[config.mk]
export PLATFORM = sky130hd
export DESIGN_NAME = fx_seq
export DESIGN_NICKNAME = d
export VERILOG_FILES = /design/src/rtl/fx_seq_pkg.sv /design/src/rtl/fx_act_timer.sv /design/src/rtl/fx_perf_cnt.sv /design/src/rtl/fx_seq.sv
export SDC_FILE = /design/constraint.sdc
export NUM_CORES = 1
export LEC_CHECK = 0
export ABC_AREA = 1
export CAP_MARGIN = 20
export CORE_ASPECT_RATIO = 1.2
export CORE_MARGIN = 5
export CORE_UTILIZATION = 40
export CTS_BUF_LIST = sky130_fd_sc_hd__clkbuf_8
export CTS_CLUSTER_DIAMETER = 40
export DETAILED_ROUTE_END_ITERATION = 8
export DONT_BUFFER_PORTS = 1
export PLACE_DENSITY = 0.6
export SLEW_MARGIN = 20
export SYNTH_ARGS = -nofsm -noshare
export SYNTH_HDL_FRONTEND = slang
export SYNTH_SLANG_ARGS = --single-unit
[constraint.sdc]
create_clock -name clk_i -period 1.6 [get_ports clk_i]
set_input_delay 0.16 -clock clk_i [delete_from_list [all_inputs] [get_ports clk_i]]
set_output_delay 0.16 -clock clk_i [all_outputs]
set_load 0.005 [all_outputs]
[src/rtl/fx_seq_pkg.sv]
package fx_seq_pkg;
  typedef enum logic [2:0] {
    ST_IDLE     = 3'd0,
    ST_RUN      = 3'd1,
    ST_IF_RETRY = 3'd2,
    ST_IF_WAIT  = 3'd3,
    ST_DX_WAIT  = 3'd4,
    ST_DM_RETRY = 3'd5,
    ST_DM_WAIT  = 3'd6,
    ST_SWOUT    = 3'd7
  } seq_state_e;

  localparam int unsigned PERF_NUM = 2;
  localparam int unsigned PERF_CYC = 0;
  localparam int unsigned PERF_RET = 1;
endpackage

[src/rtl/fx_act_timer.sv]
module fx_act_timer #(
  parameter int unsigned W = 8
) (
  input  logic         clk_i,
  input  logic         rst_ni,
  input  logic         load_i,
  input  logic         cancel_i,
  input  logic [W-1:0] val_i,
  output logic         fire_o
);
  logic [W-1:0] cnt_q;
  logic         armed_q;

  assign fire_o = armed_q && (cnt_q == '0);

  always_ff @(posedge clk_i or negedge rst_ni) begin
    if (!rst_ni) begin
      cnt_q   <= '0;
      armed_q <= 1'b0;
    end else if (load_i) begin
      cnt_q   <= val_i;
      armed_q <= 1'b1;
    end else if (cancel_i || fire_o) begin
      armed_q <= 1'b0;
    end else if (armed_q) begin
      cnt_q <= cnt_q - 1'b1;
    end
  end
endmodule

[src/rtl/fx_perf_cnt.sv]
module fx_perf_cnt #(
  parameter int unsigned N = 2,
  parameter int unsigned W = 32
) (
  input  logic                clk_i,
  input  logic                rst_ni,
  input  logic [N-1:0]        inc_i,
  output logic [N-1:0][W-1:0] cnt_o
);
  for (genvar g = 0; g < N; g++) begin : g_cnt
    logic [W-1:0] q;
    always_ff @(posedge clk_i or negedge rst_ni) begin
      if (!rst_ni)      q <= '0;
      else if (inc_i[g]) q <= q + 1'b1;
    end
    assign cnt_o[g] = q;
  end
endmodule

[src/rtl/fx_seq.sv]
module fx_seq
  import fx_seq_pkg::*;
#(
  parameter int unsigned    AW         = 32,
  parameter int unsigned    DLY_W      = 8,
  parameter int unsigned    CW         = 32,
  parameter int unsigned    INST_BYTES = 4,
  parameter logic [AW-1:0]  RESET_PC   = 32'h0000_1000,
  parameter logic [AW-1:0]  FAULT_VEC  = 32'h0000_0100,
  parameter logic [AW-1:0]  IRQ_VEC    = 32'h0000_0200
) (
  input  logic             clk_i,
  input  logic             rst_ni,
  input  logic             activate_i,
  input  logic [DLY_W-1:0] act_delay_i,
  input  logic             suspend_i,
  input  logic             switch_out_i,
  input  logic             take_over_i,
  input  logic             thread_active_i,
  input  logic             drain_req_i,
  input  logic             resume_i,
  output logic             drained_o,
  input  logic             irq_i,
  output logic             irq_ack_o,
  output logic             if_req_o,
  output logic [AW-1:0]    if_addr_o,
  input  logic             if_accept_i,
  input  logic             if_retry_i,
  input  logic             if_fault_i,
  input  logic             if_rsp_valid_i,
  input  logic             if_rsp_nack_i,
  input  logic             dec_mem_i,
  input  logic             dec_prefetch_i,
  input  logic             dec_delayed_i,
  input  logic             dec_fault_i,
  input  logic             dx_done_i,
  input  logic             dx_fault_i,
  output logic             dm_req_o,
  input  logic             dm_accept_i,
  input  logic             dm_retry_i,
  input  logic             dm_rsp_valid_i,
  input  logic             dm_rsp_nack_i,
  output logic [2:0]       state_o,
  output logic [AW-1:0]    pc_o,
  output logic [CW-1:0]    retired_o,
  output logic [CW-1:0]    cycles_o
);
  localparam logic [AW-1:0] PC_STEP = AW'(INST_BYTES);

  seq_state_e    state_q, state_d;
  logic [AW-1:0] pc_q, pc_d;
  logic          fetch_pend_q, fetch_pend_d;
  logic          draining_q, draining_d;
  logic          drained_q, drained_d;
  logic          prev_dly_q, prev_dly_d;
  logic          cur_dly_q, cur_dly_d;
  logic          ret_inc, tmr_load, tmr_cancel, tmr_fire;
  logic          hold, drain_eff, quiet_state;
  logic [PERF_NUM-1:0]         perf_inc;
  logic [PERF_NUM-1:0][CW-1:0] perf_cnt;

  fx_act_timer #(.W(DLY_W)) u_timer (
    .clk_i    (clk_i),
    .rst_ni   (rst_ni),
    .load_i   (tmr_load),
    .cancel_i (tmr_cancel),
    .val_i    (act_delay_i),
    .fire_o   (tmr_fire)
  );

  assign quiet_state = (state_q == ST_IDLE) || (state_q == ST_RUN) || (state_q == ST_SWOUT);
  assign hold        = drained_q | draining_q | drain_req_i;
  assign drain_eff   = draining_q | drain_req_i;

  always_comb begin
    state_d      = state_q;
    pc_d         = pc_q;
    fetch_pend_d = fetch_pend_q;
    draining_d   = draining_q;
    drained_d    = drained_q;
    prev_dly_d   = prev_dly_q;
    cur_dly_d    = cur_dly_q;
    if_req_o     = 1'b0;
    dm_req_o     = 1'b0;
    irq_ack_o    = 1'b0;
    ret_inc      = 1'b0;
    tmr_load     = 1'b0;
    tmr_cancel   = 1'b0;

    if (drain_req_i) begin
      if (quiet_state) drained_d  = 1'b1;
      else             draining_d = 1'b1;
    end
    if (resume_i) begin
      drained_d  = 1'b0;
      draining_d = 1'b0;
      if (state_q == ST_RUN) begin
        fetch_pend_d = 1'b1;
        tmr_cancel   = 1'b1;
      end
    end

    unique case (state_q)
      ST_IDLE: begin
        if (switch_out_i) begin
          state_d = ST_SWOUT;
        end else if (activate_i) begin
          state_d      = ST_RUN;
          fetch_pend_d = 1'b0;
          tmr_load     = 1'b1;
        end
      end
      ST_RUN: begin
        if (switch_out_i) begin
          state_d      = ST_SWOUT;
          fetch_pend_d = 1'b0;
          tmr_cancel   = 1'b1;
        end else if (suspend_i) begin
          state_d      = ST_IDLE;
          fetch_pend_d = 1'b0;
          tmr_cancel   = 1'b1;
        end else begin
          if (tmr_fire) fetch_pend_d = 1'b1;
          if (fetch_pend_q && !hold) begin
            if (irq_i && !prev_dly_q) begin
              irq_ack_o  = 1'b1;
              pc_d       = IRQ_VEC;
              prev_dly_d = 1'b1;  // mask sampling on the handler's first fetch
            end else if (if_fault_i) begin
              pc_d       = FAULT_VEC;
              prev_dly_d = 1'b0;
            end else begin
              if_req_o     = 1'b1;
              fetch_pend_d = 1'b0;
              state_d      = if_accept_i ? ST_IF_WAIT : ST_IF_RETRY;
            end
          end
        end
      end
      ST_IF_RETRY: begin
        if (if_retry_i) begin
          if_req_o = 1'b1;
          if (if_accept_i) state_d = ST_IF_WAIT;
        end
      end
      ST_IF_WAIT: begin
        if (if_rsp_valid_i) begin
          if (if_rsp_nack_i) begin
            if_req_o = 1'b1;
            if (!if_accept_i) state_d = ST_IF_RETRY;
          end else if (drain_eff) begin
            pc_d         = pc_q + PC_STEP;
            state_d      = ST_RUN;
            fetch_pend_d = 1'b0;
            drained_d    = 1'b1;
            draining_d   = 1'b0;
          end else if (dec_mem_i && !dec_prefetch_i) begin
            cur_dly_d = dec_delayed_i;
            state_d   = ST_DX_WAIT;
          end else begin
            state_d      = ST_RUN;
            fetch_pend_d = 1'b1;
            pc_d         = dec_fault_i ? FAULT_VEC : pc_q + PC_STEP;
            ret_inc      = !dec_fault_i;
            prev_dly_d   = dec_delayed_i && !dec_fault_i;
          end
        end
      end
      ST_DX_WAIT: begin
        if (dx_done_i) begin
          if (dx_fault_i) begin
            pc_d       = FAULT_VEC;
            prev_dly_d = 1'b0;
            state_d    = ST_RUN;
            if (drain_eff) begin
              fetch_pend_d = 1'b0;
              drained_d    = 1'b1;
              draining_d   = 1'b0;
            end else begin
              fetch_pend_d = 1'b1;
            end
          end else begin
            dm_req_o = 1'b1;
            state_d  = dm_accept_i ? ST_DM_WAIT : ST_DM_RETRY;
          end
        end
      end
      ST_DM_RETRY: begin
        if (dm_retry_i) begin
          dm_req_o = 1'b1;
          if (dm_accept_i) state_d = ST_DM_WAIT;
        end
      end
      ST_DM_WAIT: begin
        if (dm_rsp_valid_i) begin
          if (dm_rsp_nack_i) begin
            dm_req_o = 1'b1;
            if (!dm_accept_i) state_d = ST_DM_RETRY;
          end else begin
            pc_d       = pc_q + PC_STEP;
            ret_inc    = 1'b1;
            prev_dly_d = cur_dly_q;
            state_d    = ST_RUN;
            if (drain_eff) begin
              fetch_pend_d = 1'b0;
              drained_d    = 1'b1;
              draining_d   = 1'b0;
            end else begin
              fetch_pend_d = 1'b1;
            end
          end
        end
      end
      ST_SWOUT: begin
        if (take_over_i) begin
          state_d      = thread_active_i ? ST_RUN : ST_IDLE;
          fetch_pend_d = thread_active_i;
          tmr_cancel   = 1'b1;
        end
      end
      default: state_d = ST_IDLE;
    endcase
  end

  always_ff @(posedge clk_i or negedge rst_ni) begin
    if (!rst_ni) begin
      state_q      <= ST_IDLE;
      pc_q         <= RESET_PC;
      fetch_pend_q <= 1'b0;
      draining_q   <= 1'b0;
      drained_q    <= 1'b0;
      prev_dly_q   <= 1'b0;
      cur_dly_q    <= 1'b0;
    end else begin
      state_q      <= state_d;
      pc_q         <= pc_d;
      fetch_pend_q <= fetch_pend_d;
      draining_q   <= draining_d;
      drained_q    <= drained_d;
      prev_dly_q   <= prev_dly_d;
      cur_dly_q    <= cur_dly_d;
    end
  end

  assign perf_inc[PERF_CYC] = (state_q != ST_SWOUT);
  assign perf_inc[PERF_RET] = ret_inc;

  fx_perf_cnt #(.N(PERF_NUM), .W(CW)) u_perf (
    .clk_i  (clk_i),
    .rst_ni (rst_ni),
    .inc_i  (perf_inc),
    .cnt_o  (perf_cnt)
  );

  assign cycles_o  = perf_cnt[PERF_CYC];
  assign retired_o = perf_cnt[PERF_RET];
  assign state_o   = state_q;
  assign pc_o      = pc_q;
  assign if_addr_o = pc_q;
  assign drained_o = drained_q;
endmodule

Word-level counts from Yosys, hierarchy flattened
Index checks and enable logic that the tools add are counted.
Widths: inputs -> output; s select.

storage, ports and cells
  register bits after elaboration = 113
  output and inout port bits = 135
  word-level logic and storage cells = 214

operators by class
  add/sub/neg operators = 4
  equal/unequal tests = 33
  mux-type cells = 139
  bitwise operators = 5
  reduce and logical (&&, ||, !) cells = 22

operators with widths
  operator               count
  $mux 32                14
  $pmux 32 s4            1
  $mux 1                 89
  $mux 3                 22
  $add 32x1->32 const B  2
  $add 32x3->32 const B  1
  $ne 2x2->1 const B     16
  $mux 8                 3
  $pmux 3 s8             1
  $ne 3x3->1 const B     5
  $reduce_and 14->1      1
  $reduce_and 13->1      1
  $eq 3x3->1 const B     4
  $pmux 1 s3             4
  $reduce_and 12->1      1
  $logic_not 8->1        1
  $ne 4x4->1 const B     2
  $sub 8x1->8 const B    1
  $eq 3x2->1 const B     2
  $pmux 1 s6             1
  $logic_and 1x1->1      5
  $reduce_and 5->1       1
  $logic_not 1->1        4
  $ne 4x3->1 const B     1
  other kinds (13)       20

Depth between registers and ports, before layout
Gate-level depths: netlist of run 1.

  depth after elaboration = 10
  mapped depth = 14

Hierarchy
Synthesis of run 1 repeated with hierarchy kept, for this count alone.

second synthesis, totals
  cell total of the unflattened synthesis = 1047
  area total of the unflattened synthesis = 7534.7 um^2

modules (own cells, without submodules)
  module        instances  cells each  area each (um^2)
  fx_seq        1          537         3438.3
  fx_perf_cnt   1          417         3404.5
  fx_act_timer  1          93          691.9

Worst setup path after synthesis of run 1
OpenSTA, ideal clock, no wires.

  kind = reg2reg
  start point = register u_perf.g_cnt[0].q[0]
  end point = register u_perf.g_cnt[0].q[26]
  setup time = 0.124 ns
  arrival = 1.540 ns
  setup slack = -0.064 ns
  cell stages (with the launch flop) = 10
  path buffers = 0
  clock period less this slack = 1.664 ns
  cell sequence = dfrtp_1 -> ha_1 -> nand3_1 -> nor2_1 -> nand2_1 -> nor2_4 -> nand2_1 -> nor2_2 -> nand2_1 -> xnor2_1

on the way
  cells in the longest elaborated chain, start to end = 1

RTL lines
  element                   RTL line           text
  start: declaration        fx_perf_cnt.sv:11  logic [W-1:0] q;
  start signal: assignment  fx_perf_cnt.sv:14  else if (inc_i[g]) q <= q + 1'b1;
  $add 32x1->32             fx_perf_cnt.sv:14

No other way between the ends.
A chain may end at the register's enable or synchronous reset.

Worst setup path after layout of run 1
  start point = register state_q[1], in the netlist state_o[1]
  end point = output if_req_o

on the way
  cells in the longest elaborated chain, start to end = 2
  elaborated cells between the ends (all ways) = 4

RTL lines
  element                                   RTL line       text
  start: declaration                        fx_seq.sv:50   seq_state_e state_q, state_d;
  start signal: assignment                  fx_seq.sv:235  state_q <= state_d;
  $eq 3x2->1 or $eq 3x1->1 (tied branches)  fx_seq.sv:103  unique case (state_q)
  $pmux 1 s3 *                              fx_seq.sv:103
  end: declaration                          fx_seq.sv:25   output logic if_req_o,

Mark *: on every way between the ends. The rest lies on a longest branch, timed or not.

==> results.txt, run 1 <==
----------------------------------------------------
[Layout]
  Sequential Area ... 0.00279 mm^2
  Area delta synth->final ... 43.7%
  Most common cell after layout, fill and taps aside ... sky130_fd_sc_hd__nand2_1
  Commonest cells after routing, fill and taps aside ... 234 x sky130_fd_sc_hd__nand2_1, 170 x sky130_fd_sc_hd__buf_4, 117 x sky130_fd_sc_hd__inv_1
  Total number of nets in the final design ... 1,279
  Summed area of non-filler cells in the final layout ... 0.0105 mm^2
  Multi-input logic area ... 0.00454 mm^2
  Filler cell count in the final layout ... 1,644
  Post-layout instance count excluding filler cells ... 1,470
  Number of diodes added for antenna fixing ... 0
  Share of post-route cells with drive strength above 1 ... 35.3%

[Timing]
  Clock skew after layout ... 0.0154 ns
  Setup slack of the critical path after layout ... -0.359 ns
  Hold slack ... -0.561 ns
  Post-route clock period utilization ... 122%
  Final Max Tran Viols ... 0
  Final number of setup-violating endpoints ... 106
  Fmax ... 511 MHz
  RSZ-0062 raised after global routing ... true
  Number of hold violations in the final report ... 111
  Final critical path time including I/O delays and setup ... 1.96 ns

[Route]
  Antenna-violating nets left ... 0
  First-pass detailed-route iteration total ... 5
  DRT Wirelength ... 22,700 um
  DRC errors left ... 0
  Routed wire length on met2 ... 11,700 um
  Via count of the routed design ... 7,458
  Highest layer used for signal routing ... met4
  Met3 wire len ... 1210 um
  Wire length the detailed router placed on met1 ... 9260 um
  Vias per inst ... 5.07
  1st-iter DRT viols ... 488
  Wire per inst ... 15.4 um

[Yosys]
  Post-synthesis cell area ... 0.00729 mm^2
  Post-synthesis average cell area ... 6.99 um^2
  Register area share after synthesis ... 38.1%
  Post-synthesis cell count ... 1,043
  Fraction of synthesis flops using an asynchronous set or reset pin ... 100%
  Post-synthesis register bit count ... 111
  Yosys Warn Count ... 0
  Post-synth EDFFs ... 0
  Ys flop type ... sky130_fd_sc_hd__dfrtp_1
  Unique cell type count in the Yosys netlist ... 42

[Floorplan]
  Area of the core ... 0.0180 mm^2
  Count of boundary I/O pins ... 168
  Die height ... 158 um
  Starting utilization of the core area ... 40.4%
  Die Width ... 133 um
  Floorplan row count ... 54
  Die Footprint ... 0.0210 mm^2

[CTS]
  Number of hold-repair buffers added at the cts stage ... 9
  Worst-Skew Late Latency ... 0.40 ns
  Maximum buffer depth of the clock tree ... 2
  Clock root buffer master ... sky130_fd_sc_hd__clkbuf_8
  Clock tree from TritonCTS ... built
  Clock edge transition at the registers on the reported setup and hold paths ... 0.12 ns
  Total clock buffers created by CTS ... 9
  CTS HTree Levels ... 3
  Clock sink total ... 111

[Setup path]
  Worst Path Class, Setup ... register to output port
  Largest driver fanout on the critical path ... 5
  Capture point of the critical path ... if_req_o
  CP arrival ... 1.80 ns
  Number of cells on the worst reg-to-reg path ... 13
  Slack of the worst reg-to-reg path ... -0.35 ns
  Startpoint of the most critical register-to-register path ... state_o[1]$_DFFE_PN0P_
  Crit. Startpoint ... state_o[1]$_DFFE_PN0P_
  Endpoint of the lowest-slack register-to-register path ... if_addr_o[8]$_DFFE_PN0P_
  Nature of the critical path endpoint ... output port
  Worst EP required ... 1.44 ns
  Kind of start point of the critical path ... register

[Global route]
  Global-route wire length before repair ... 35,600 um
  Aggregate global routing overflow ... 0
  Vias in the first global route ... 7,299
  Maximum number of pins on one net before global-route repair ... 112
  Antenna violations before repair ... 0
  Tot GR Track Use ... 20.7%

[Placed design]
  Final weighted congestion in routability-driven placement ... 0.931
  Placed standard-cell area ... 0.00863 mm^2
  Number of input and output port buffers inserted ... 0
  DPL Wire Length ... 15,900 um
  Placed cells ... 1,397

[Run status]
  Run status ... finished with violations
  Violated checks ... hold timing, setup timing

[Pwr]
  Power per Cell Area ... 1260 mW/mm^2
  Power after layout ... 13,200 uW
  Leakage dissipation ... 0.00522 uW
  Worst ir drop on vdd ... 0.841 mV

[Min path]
  Min-delay worst type ... primary input to asynchronous set/reset pin

[Flow run]
  Number of violations of the max-capacitance limit ... 0

----------------------------------------------------
[worst min-delay path by stage]
stage | from | to | depth (start not counted)
finish | rst_ni | u_perf.g_cnt[0].q[14]$_DFFE_PN0P_ | 0
CTS | rst_ni | u_perf.g_cnt[0].q[14]$_DFFE_PN0P_ | 0
global route | rst_ni | u_perf.g_cnt[0].q[14]$_DFFE_PN0P_ | 0
floorplan | rst_ni | cur_dly_q$_DFFE_PN0P_ | 0
global placement | rst_ni | u_perf.g_cnt[0].q[15]$_DFFE_PN0P_ | 0
detailed placement | rst_ni | u_perf.g_cnt[0].q[14]$_DFFE_PN0P_ | 0
[through the flow]
step / setup WS (ns) / utilization [%] / TNS (ns)
CTS: -0.351 / 54.1 / -18.36
detailed placement: -0.230 / 47.8 / -13.23
global placement: -0.214 / 47.8 / -11.79
global route: -0.435 / 58.1 / -30.21
finish: -0.359 / 58.1 / -21.88
floorplan: -0.0180 / - / -0.0809
[cells in the mapped netlist, types with 6 or more instances]
| cell | instances | area, um^2 |
|---|---|---|
| sky130_fd_sc_hd__nand4_1 | 24 | 150 |
| sky130_fd_sc_hd__dfrtp_1 | 110 | 2750 |
| sky130_fd_sc_hd__o21ai_0 | 38 | 190 |
| sky130_fd_sc_hd__xor2_1 | 41 | 359 |
| sky130_fd_sc_hd__nand3_1 | 67 | 335 |
| sky130_fd_sc_hd__buf_4 | 39 | 293 |
| sky130_fd_sc_hd__o21ai_1 | 6 | 30.0 |
| sky130_fd_sc_hd__nor3_1 | 36 | 180 |
| sky130_fd_sc_hd__inv_1 | 123 | 462 |
| sky130_fd_sc_hd__xnor2_1 | 15 | 131 |
| sky130_fd_sc_hd__nand2_1 | 305 | 1140 |
| sky130_fd_sc_hd__a21oi_1 | 29 | 145 |
| sky130_fd_sc_hd__inv_2 | 6 | 22.5 |
| sky130_fd_sc_hd__nor2_1 | 136 | 510 |
| sky130_fd_sc_hd__nor2_4 | 6 | 67.6 |
[report_power, final]
| group | internal [uW] | total, uW | leakage, uW | switching, uW |
|---|---|---|---|---|
| Combinational | 3470 | 7470 | 0.00365 | 4000 |
| Sequential | 3270 | 3670 | 0.00144 | 396 |
| Clock | 986 | 2060 | 0.000122 | 1080 |
[logic make-up (layout without fill, tap and decap cells)]
| kind of cell | count (synthesis) | in the layout | synth area share (%) |
|---|---|---|---|
| buffers and inverters | 180 | 380 | 11.9 |
| adder cells (fa/ha/maj) | 5 | 5 | 0.859 |
| flip-flops | 111 | 111 | 38.1 |
| XOR/XNOR | 56 | 56 | 6.73 |
| AND/OR/NAND/NOR | 595 | 595 | 35.0 |
| other | 1 | 4 | 0.0515 |
| AO/OA/AOI/OAI | 95 | 95 | 7.35 |
[final cells by class]
cell class | instances | area share [%]
timing repair buffer | 233 | 20.0
multi-input combinational | 755 | 43.3
clock buffer | 11 | 1.45
inverter | 130 | 4.93
sequential | 111 | 26.6
timing repair inverter | 1 | 0.0717
clock inverter | 5 | 0.848
tap | 224 | 2.68
[registers in the layout, indices dropped and copies added, names as in the netlist]
| register | count |
|---|---|
| u_perf.g_cnt.q | 64 |
| if_addr_o | 30 |
| u_timer.cnt_q | 8 |
| state_o | 3 |
| cur_dly_q | 1 |
| drained_o | 1 |
| draining_q | 1 |
| fetch_pend_q | 1 |
| prev_dly_q | 1 |
| u_timer.armed_q | 1 |
[per-layer routing]
metal	vias up	global-route usage, %
met4	0	7.20
met5	-	0
met3	42	4.23
met2	210	37.7
li1	3674	-
met1	3532	24.3
[worst max-delay path: stages (launching register included)]
cell                      delay (ns)
sky130_fd_sc_hd__dfrtp_2        0.44
sky130_fd_sc_hd__buf_6          0.14
sky130_fd_sc_hd__buf_6          0.12
sky130_fd_sc_hd__nand2_2        0.08
sky130_fd_sc_hd__nor2_4         0.04
sky130_fd_sc_hd__buf_4          0.13
sky130_fd_sc_hd__a22oi_2        0.20
sky130_fd_sc_hd__o31ai_4        0.11
sky130_fd_sc_hd__buf_4          0.15
[repair_timing]
action	in CTS	in global routing
setup buffers	31	20
endpoints found under the setup margin	94	111
pin swaps	35	54
endpoints found under the hold margin	120	111
gates cloned	2	3
resized for setup	142	168
Note: power is estimated with default switching activity, not from simulation.
==> inputs of run 2 (changes only) <==
--- a/config.mk
+++ b/config.mk
@@ -10,7 +10,6 @@
 export CORE_ASPECT_RATIO = 1.2
 export CORE_MARGIN = 5
 export CORE_UTILIZATION = 40
-export CTS_BUF_LIST = sky130_fd_sc_hd__clkbuf_8
 export CTS_CLUSTER_DIAMETER = 40
 export DETAILED_ROUTE_END_ITERATION = 8
 export DONT_BUFFER_PORTS = 1
==> results.txt, run 2 (synthesized netlist as in run 1, its figures left out) <==
----------------------------------------------------
[Placed design]
  Post-Place Worst Slack ... -0.230 ns
  Placed cells ... 1,397
  Final weighted congestion in routability-driven placement ... 0.931
  Number of input and output port buffers inserted ... 0
  DPL Wire Length ... 15,900 um

[Route]
  Antenna-violating nets left ... 0
  Via count of the routed design ... 7,453
  DRT Wirelength ... 23,000 um
  DRC errors left ... 0
  Vias per inst ... 5.09
  Wire per inst ... 15.7 um
  First-pass detailed-route iteration total ... 5
  1st-iter DRT viols ... 496

[Layout]
  Biggest register ... u_perf.g_cnt.q
  Number of diodes added for antenna fixing ... 0
  Filler cell count in the final layout ... 1,666
  Share of post-route cells with drive strength above 1 ... 35.4%
  Post-layout instance count excluding filler cells ... 1,465
  Commonest cells after routing, fill and taps aside ... 233 x sky130_fd_sc_hd__nand2_1, 168 x sky130_fd_sc_hd__buf_4, 117 x sky130_fd_sc_hd__inv_1
  Most common cell after layout, fill and taps aside ... sky130_fd_sc_hd__nand2_1
  Final core utilization ... 58.4%
  Area delta synth->final ... 44.5%
  Number of flip-flops in the largest register ... 64
  Total number of nets in the final design ... 1,274

[Global route]
  Maximum number of pins on one net before global-route repair ... 112
  Global-route wire length before repair ... 36,500 um
  Aggregate global routing overflow ... 0
  Vias in the first global route ... 7,435
  Antenna violations before repair ... 0
  Tot GR Track Use ... 21.3%

[Timing]
  Hold slack ... -0.512 ns
  Final number of setup-violating endpoints ... 111
  Setup TNS ... -24.25 ns
  Final Max Tran Viols ... 0
  Post-route clock period utilization ... 121%
  Final critical path time including I/O delays and setup ... 1.93 ns
  RSZ-0062 raised after global routing ... true
  Clock skew after layout ... 0.00993 ns
  Number of hold violations in the final report ... 111
  Setup slack of the critical path after layout ... -0.330 ns
  Fmax ... 518 MHz

[Setup path]
  Slack of the worst reg-to-reg path ... -0.33 ns
  Nature of the critical path endpoint ... register
  CP arrival ... 2.17 ns
  Worst Path Class, Setup ... register to register
  Kind of start point of the critical path ... register
  Largest driver fanout on the critical path ... 8
  Worst EP required ... 1.84 ns

[CTS]
  Worst-Skew Late Latency ... 0.36 ns
  Number of hold-repair buffers added at the cts stage ... 2
  CTS HTree Levels ... 3
  Clock edge transition at the registers on the reported setup and hold paths ... 0.08 ns
  Clock sink total ... 111
  Maximum buffer depth of the clock tree ... 2
  Clock root buffer master ... sky130_fd_sc_hd__clkbuf_16
  Clock tree from TritonCTS ... built
  Total clock buffers created by CTS ... 9

[Min path]
  Min-delay worst type ... primary input to asynchronous set/reset pin

[Pwr]
  Worst ir drop on vdd ... 0.978 mV
  Power per Cell Area ... 1360 mW/mm^2
  Leakage dissipation ... 0.00526 uW

[Floorplan]
  Die Footprint ... 0.0210 mm^2
  Floorplan row count ... 54
  Die Width ... 133 um
  Die height ... 158 um
  Count of boundary I/O pins ... 168
  Area of the core ... 0.0180 mm^2
  Starting utilization of the core area ... 40.4%

[Flow run]
  Number of violations of the max-capacitance limit ... 0

[Run status]
  Run status ... finished with violations
  Violated checks ... hold timing, setup timing

----------------------------------------------------
[run 2: cell count changes in the layout (fill, tap and decap cells not counted), moves of 3 or more]
| cell | delta |
|---|---|
| sky130_fd_sc_hd__dfrtp_2 | -6 |
| sky130_fd_sc_hd__o21ai_0 | -3 |
| sky130_fd_sc_hd__clkbuf_16 | +7 |
| sky130_fd_sc_hd__dfrtp_1 | +6 |
| sky130_fd_sc_hd__a21oi_2 | +3 |
| sky130_fd_sc_hd__clkbuf_8 | -9 |
| sky130_fd_sc_hd__dlygate4sd3_1 | -7 |
[run 2: layout make-up]
cell class	count	area [um^2]	area share (%)
repair buffers	227	2070	19.6
inverters	130	512	4.86
repair inverters	1	7.51	0.0713
clock inverters	5	88.8	0.844
clock buffers	11	253	2.40
flip-flops and latches	111	2780	26.4
well taps	224	280	2.66
multi-input cells	756	4540	43.1
[run 2: where the power goes]
group	leakage [uW]	switching, uW	internal (uW)	total [uW]
sequential	0.00145	392	3270	3660
clock	0.000168	1140	1480	2620
combinational	0.00364	4240	3750	7980
[run 2: worst paths after layout]
kind | to | startpoint | depth (start not counted)
setup / recovery | u_perf.g_cnt[1].q[13]$_DFFE_PN0P_ | state_o[1]$_DFFE_PN0P_ | 11
hold / removal | u_perf.g_cnt[0].q[14]$_DFFE_PN0P_ | rst_ni | 0
setup reg to reg | u_perf.g_cnt[1].q[13]$_DFFE_PN0P_ | state_o[1]$_DFFE_PN0P_ | 11
hold reg to reg | prev_dly_q$_DFFE_PN0P_ | prev_dly_q$_DFFE_PN0P_ | 2
max in group asynchronous | if_addr_o[12]$_DFFE_PN1P_ | rst_ni | 0
min in group clk_i | u_timer.cnt_q[2]$_DFFE_PN0P_ | act_delay_i[2] | 4
[run 2: metal layers]
layer / vias to the layer above / wire (um) / GRT usage, %
met4: 0 / 650 / 8.43
li1: 3663 / - / -
met1: 3533 / 9020 / 24.8
met2: 202 / 11900 / 38.3
met5: - / 0 / 0
met3: 55 / 1380 / 4.74
[run 2: metrics by stage]
stage,power (uW),cell area [um^2]
floorplan,6930,7370
global placement,8930,8630
detailed placement,8960,8630
CTS,13500,10100
global route,15200,10500
finish,14300,10500
[run 2: repair_timing]
item,4_1_cts,5_1_grt
pin swaps,52,41
cloned,5,1
buffers inserted,40,13
setup endpoints to repair,93,109
resized for setup,192,116
endpoints found under the hold margin,114,111
[run 2: critical path, stage by stage (launching register included)]
cell and delay [ns]:
sky130_fd_sc_hd__dfrtp_2 0.41, sky130_fd_sc_hd__buf_6 0.13, sky130_fd_sc_hd__buf_6 0.11, sky130_fd_sc_hd__nand2_4 0.06
sky130_fd_sc_hd__nor2_4 0.22, sky130_fd_sc_hd__nand4_1 0.20, sky130_fd_sc_hd__nand2_4 0.15, sky130_fd_sc_hd__buf_12 0.13
sky130_fd_sc_hd__clkinv_8 0.07, sky130_fd_sc_hd__nor2_4 0.10, sky130_fd_sc_hd__nand2_1 0.07, sky130_fd_sc_hd__xor2_1 0.14
==> inputs of run 3 (changes only) <==
--- a/config.mk
+++ b/config.mk
@@ -5,7 +5,7 @@
 export SDC_FILE = /design/constraint.sdc
 export NUM_CORES = 1
 export LEC_CHECK = 0
-export ABC_AREA = 1
+export ABC_AREA = 0
 export CAP_MARGIN = 20
 export CORE_ASPECT_RATIO = 1.2
 export CORE_MARGIN = 5
@@ -13,7 +13,7 @@
 export CTS_CLUSTER_DIAMETER = 40
 export DETAILED_ROUTE_END_ITERATION = 8
 export DONT_BUFFER_PORTS = 1
-export PLACE_DENSITY = 0.6
+export PLACE_DENSITY_LB_ADDON = 0.3
 export SLEW_MARGIN = 20
 export SYNTH_ARGS = -nofsm -noshare
 export SYNTH_HDL_FRONTEND = slang
==> results.txt, run 3 <==
----------------------------------------------------
[Floorplan]
  Starting utilization of the core area ... 41.1%
  Count of boundary I/O pins ... 168
  Area of the core ... 0.0151 mm^2
  Die Width ... 124 um
  Floorplan row count ... 49
  Die height ... 146 um
  Die Footprint ... 0.0181 mm^2

[Placed design]
  Final weighted congestion in routability-driven placement ... 0.850
  Number of input and output port buffers inserted ... 0
  Post-Place Worst Slack ... -0.769 ns
  DPL Wire Length ... 13,500 um
  Placed cells ... 994

[Yosys]
  Most numerous cell types in the synthesized netlist ... 110 x sky130_fd_sc_hd__dfrtp_1, 56 x sky130_fd_sc_hd__nand2_1, 53 x sky130_fd_sc_hd__nor2_1
  Top cells by area in the synthesized netlist ... sky130_fd_sc_hd__dfrtp_1 44%, sky130_fd_sc_hd__xnor2_1 5.5%, sky130_fd_sc_hd__buf_4 4.1%
  Combinational family with the most area after synthesis ... simple AND/OR/NAND/NOR gates
  Share of synthesized cell area in and, or, nand and nor gates ... 22.4%
  Yosys Warn Count ... 0
  Yosys top cell by area ... sky130_fd_sc_hd__dfrtp_1
  Post-synthesis register bit count ... 111
  Area share of fa/ha/maj cells after synthesis ... 1.01%
  Compound-gate portion of the synthesized area ... 13.8%
  Register area share after synthesis ... 44.8%
  Post-synthesis average cell area ... 9.24 um^2
  Post-synthesis cell area ... 0.00620 mm^2
  Proportion of synthesized area in mux cells ... 1.09%
  Post-synthesis cell count ... 671
  Share of Yosys cell area claimed by the top area cell type ... 44.4%
  Ys flop type ... sky130_fd_sc_hd__dfrtp_1
  XOR/XNOR Fraction of Synth Area ... 9.47%
  Unique cell type count in the Yosys netlist ... 64
  Fraction of synthesis flops using an asynchronous set or reset pin ... 100%
  Post-synth EDFFs ... 0
  Leading cell type by number of instances after synthesis ... sky130_fd_sc_hd__dfrtp_1

[Run status]
  Violated checks ... hold timing, setup timing
  Run status ... finished with violations

[Layout]
  Most common cell after layout, fill and taps aside ... sky130_fd_sc_hd__buf_4
  Number of diodes added for antenna fixing ... 0
  Total number of nets in the final design ... 875
  Biggest register ... u_perf.g_cnt.q
  Post-layout instance count excluding filler cells ... 1,046
  Area delta synth->final ... 44.9%
  Share of post-route cells with drive strength above 1 ... 43.2%
  Number of flip-flops in the largest register ... 64
  Final core utilization ... 59.6%
  Commonest cells after routing, fill and taps aside ... 169 x sky130_fd_sc_hd__buf_4, 107 x sky130_fd_sc_hd__dfrtp_1, 41 x sky130_fd_sc_hd__nand2_1

[Setup path]
  Kind of start point of the critical path ... register
  Nature of the critical path endpoint ... register
  CP Depth ... 7
  Largest driver fanout on the critical path ... 4
  Startpoint of the most critical register-to-register path ... draining_q$_DFF_PN0_
  Endpoint of the lowest-slack register-to-register path ... if_addr_o[26]$_DFFE_PN0P_
  Capture point of the critical path ... if_addr_o[26]$_DFFE_PN0P_
  Biggest cell delay along the critical path ... 0.56 ns
  Worst Path Class, Setup ... register to register
  Slack of the worst reg-to-reg path ... -0.76 ns
  Number of cells on the worst reg-to-reg path ... 7
  Crit path cell chain ... or4b_4 > a21oi_2 > a31oi_2 > a311o_1 > buf_4 > or3b_4 > o31ai_2
  CP arrival ... 2.61 ns
  Worst EP required ... 1.85 ns
  Worst path slowest cell ... sky130_fd_sc_hd__or4b_4
  Number of buffer and inverter instances along the worst setup path ... 1
  Cell class contributing the biggest share of worst-path delay ... simple AND/OR/NAND/NOR gates
  Crit. Startpoint ... draining_q$_DFF_PN0_

[Route]
  Vias per inst ... 5.46
  Wire per inst ... 18.0 um
  First-pass detailed-route iteration total ... 5
  1st-iter DRT viols ... 245
  Via count of the routed design ... 5,712
  DRC errors left ... 0
  DRT Wirelength ... 18,800 um
  Antenna-violating nets left ... 0

[Global route]
  Vias in the first global route ... 6,170
  Aggregate global routing overflow ... 0
  Global-route wire length before repair ... 30,500 um
  Antenna violations before repair ... 0
  Maximum number of pins on one net before global-route repair ... 112
  Tot GR Track Use ... 20.9%

[CTS]
  Clock sink total ... 111
  CTS HTree Levels ... 3
  Number of hold-repair buffers added at the cts stage ... 13
  Worst-Skew Late Latency ... 0.35 ns
  Maximum buffer depth of the clock tree ... 2
  Total clock buffers created by CTS ... 9
  Clock root buffer master ... sky130_fd_sc_hd__clkbuf_16
  Clock edge transition at the registers on the reported setup and hold paths ... 0.07 ns
  Clock tree from TritonCTS ... built

[Timing]
  Post-route clock period utilization ... 147%
  Hold slack ... -0.497 ns
  Final critical path time including I/O delays and setup ... 2.36 ns
  Setup slack of the critical path after layout ... -0.756 ns
  Number of hold violations in the final report ... 111
  Final Max Tran Viols ... 0
  RSZ-0062 raised after global routing ... true
  Final number of setup-violating endpoints ... 102
  Fmax ... 424 MHz
  Clock skew after layout ... 0.00954 ns

[Pwr]
  Worst ir drop on vdd ... 0.896 mV
  Leakage dissipation ... 0.00411 uW
  Power per Cell Area ... 1210 mW/mm^2
  Power after layout ... 10,900 uW

[Flow run]
  Number of violations of the max-capacitance limit ... 0

[Min path]
  Min-delay worst type ... primary input to asynchronous set/reset pin

----------------------------------------------------
run 3: changes by cell type in the layout (fill, tap and decap cells not counted), moves of 23 or more:
| cell | delta |
|---|---|
| sky130_fd_sc_hd__nand3_1 | -26 |
| sky130_fd_sc_hd__nand2_2 | -31 |
| sky130_fd_sc_hd__inv_1 | -97 |
| sky130_fd_sc_hd__nand2_1 | -192 |
| sky130_fd_sc_hd__nor2_1 | -68 |
| sky130_fd_sc_hd__xnor2_1 | +23 |
| sky130_fd_sc_hd__nor3_1 | -24 |
| sky130_fd_sc_hd__nand2_4 | -31 |
run 3: per-layer routing:
layer  GRT usage (%)  part of all wire (%)
met1            23.9                    38
met2            36.2                    52
met3            6.73                   8.2
met4            6.98                   1.9
met5               0                     0
run 3: cell families (layout without fill, tap and decap cells):
family / Yosys count / count (layout)
buf+inv: 81 / 249
flops: 111 / 111
simple gates: 265 / 265
xor+xnor: 67 / 67
mux: 6 / 6
other cells: 1 / 4
compound gates: 135 / 135
fa+ha+maj: 5 / 5
run 3: worst min path at each step:
| stage | endpoint | slack [ns] |
|---|---|---|
| after floorplan | cur_dly_q$_DFFE_PN0P_ | -0.14 |
| after global placement | u_perf.g_cnt[0].q[23]$_DFFE_PN0P_ | -0.13 |
| after detailed placement | u_perf.g_cnt[0].q[23]$_DFFE_PN0P_ | -0.13 |
| after CTS | u_perf.g_cnt[0].q[23]$_DFFE_PN0P_ | -0.51 |
| after global routing | u_perf.g_cnt[0].q[23]$_DFFE_PN0P_ | -0.52 |
| final | u_perf.g_cnt[0].q[23]$_DFFE_PN0P_ | -0.50 |
run 3: area by class of cell:
type	count	area, um^2
inverter	22	82.6
multi-input combinational	482	3820
sequential	111	2780
fill	1300	6100
timing repair buffer	211	1770
tap	204	255
clock inverter	5	31.3
clock buffer	11	243
run 3: power breakdown:
group	switching, uW	total (uW)	internal [uW]
logic	2630	5200	2570
clock network	1050	2150	1100
registers	356	3550	3190
run 3: timing repair:
item / in CTS / in global routing
endpoints found under the hold margin: 123 / 111
resized for setup: 106 / 55
setup buffers: 14 / 8
setup endpoints to repair: 105 / 106
cloned: 2 / 0
pin swaps: 66 / 29
run 3: through the flow:
stage / instance area, um^2 / setup TNS, ns
after floorplan: 6590 / -30.50
after CTS: 8710 / -38.64
after global placement: 7740 / -41.57
after global routing: 8980 / -47.62
final: 8980 / -39.69
after detailed placement: 7740 / -44.47
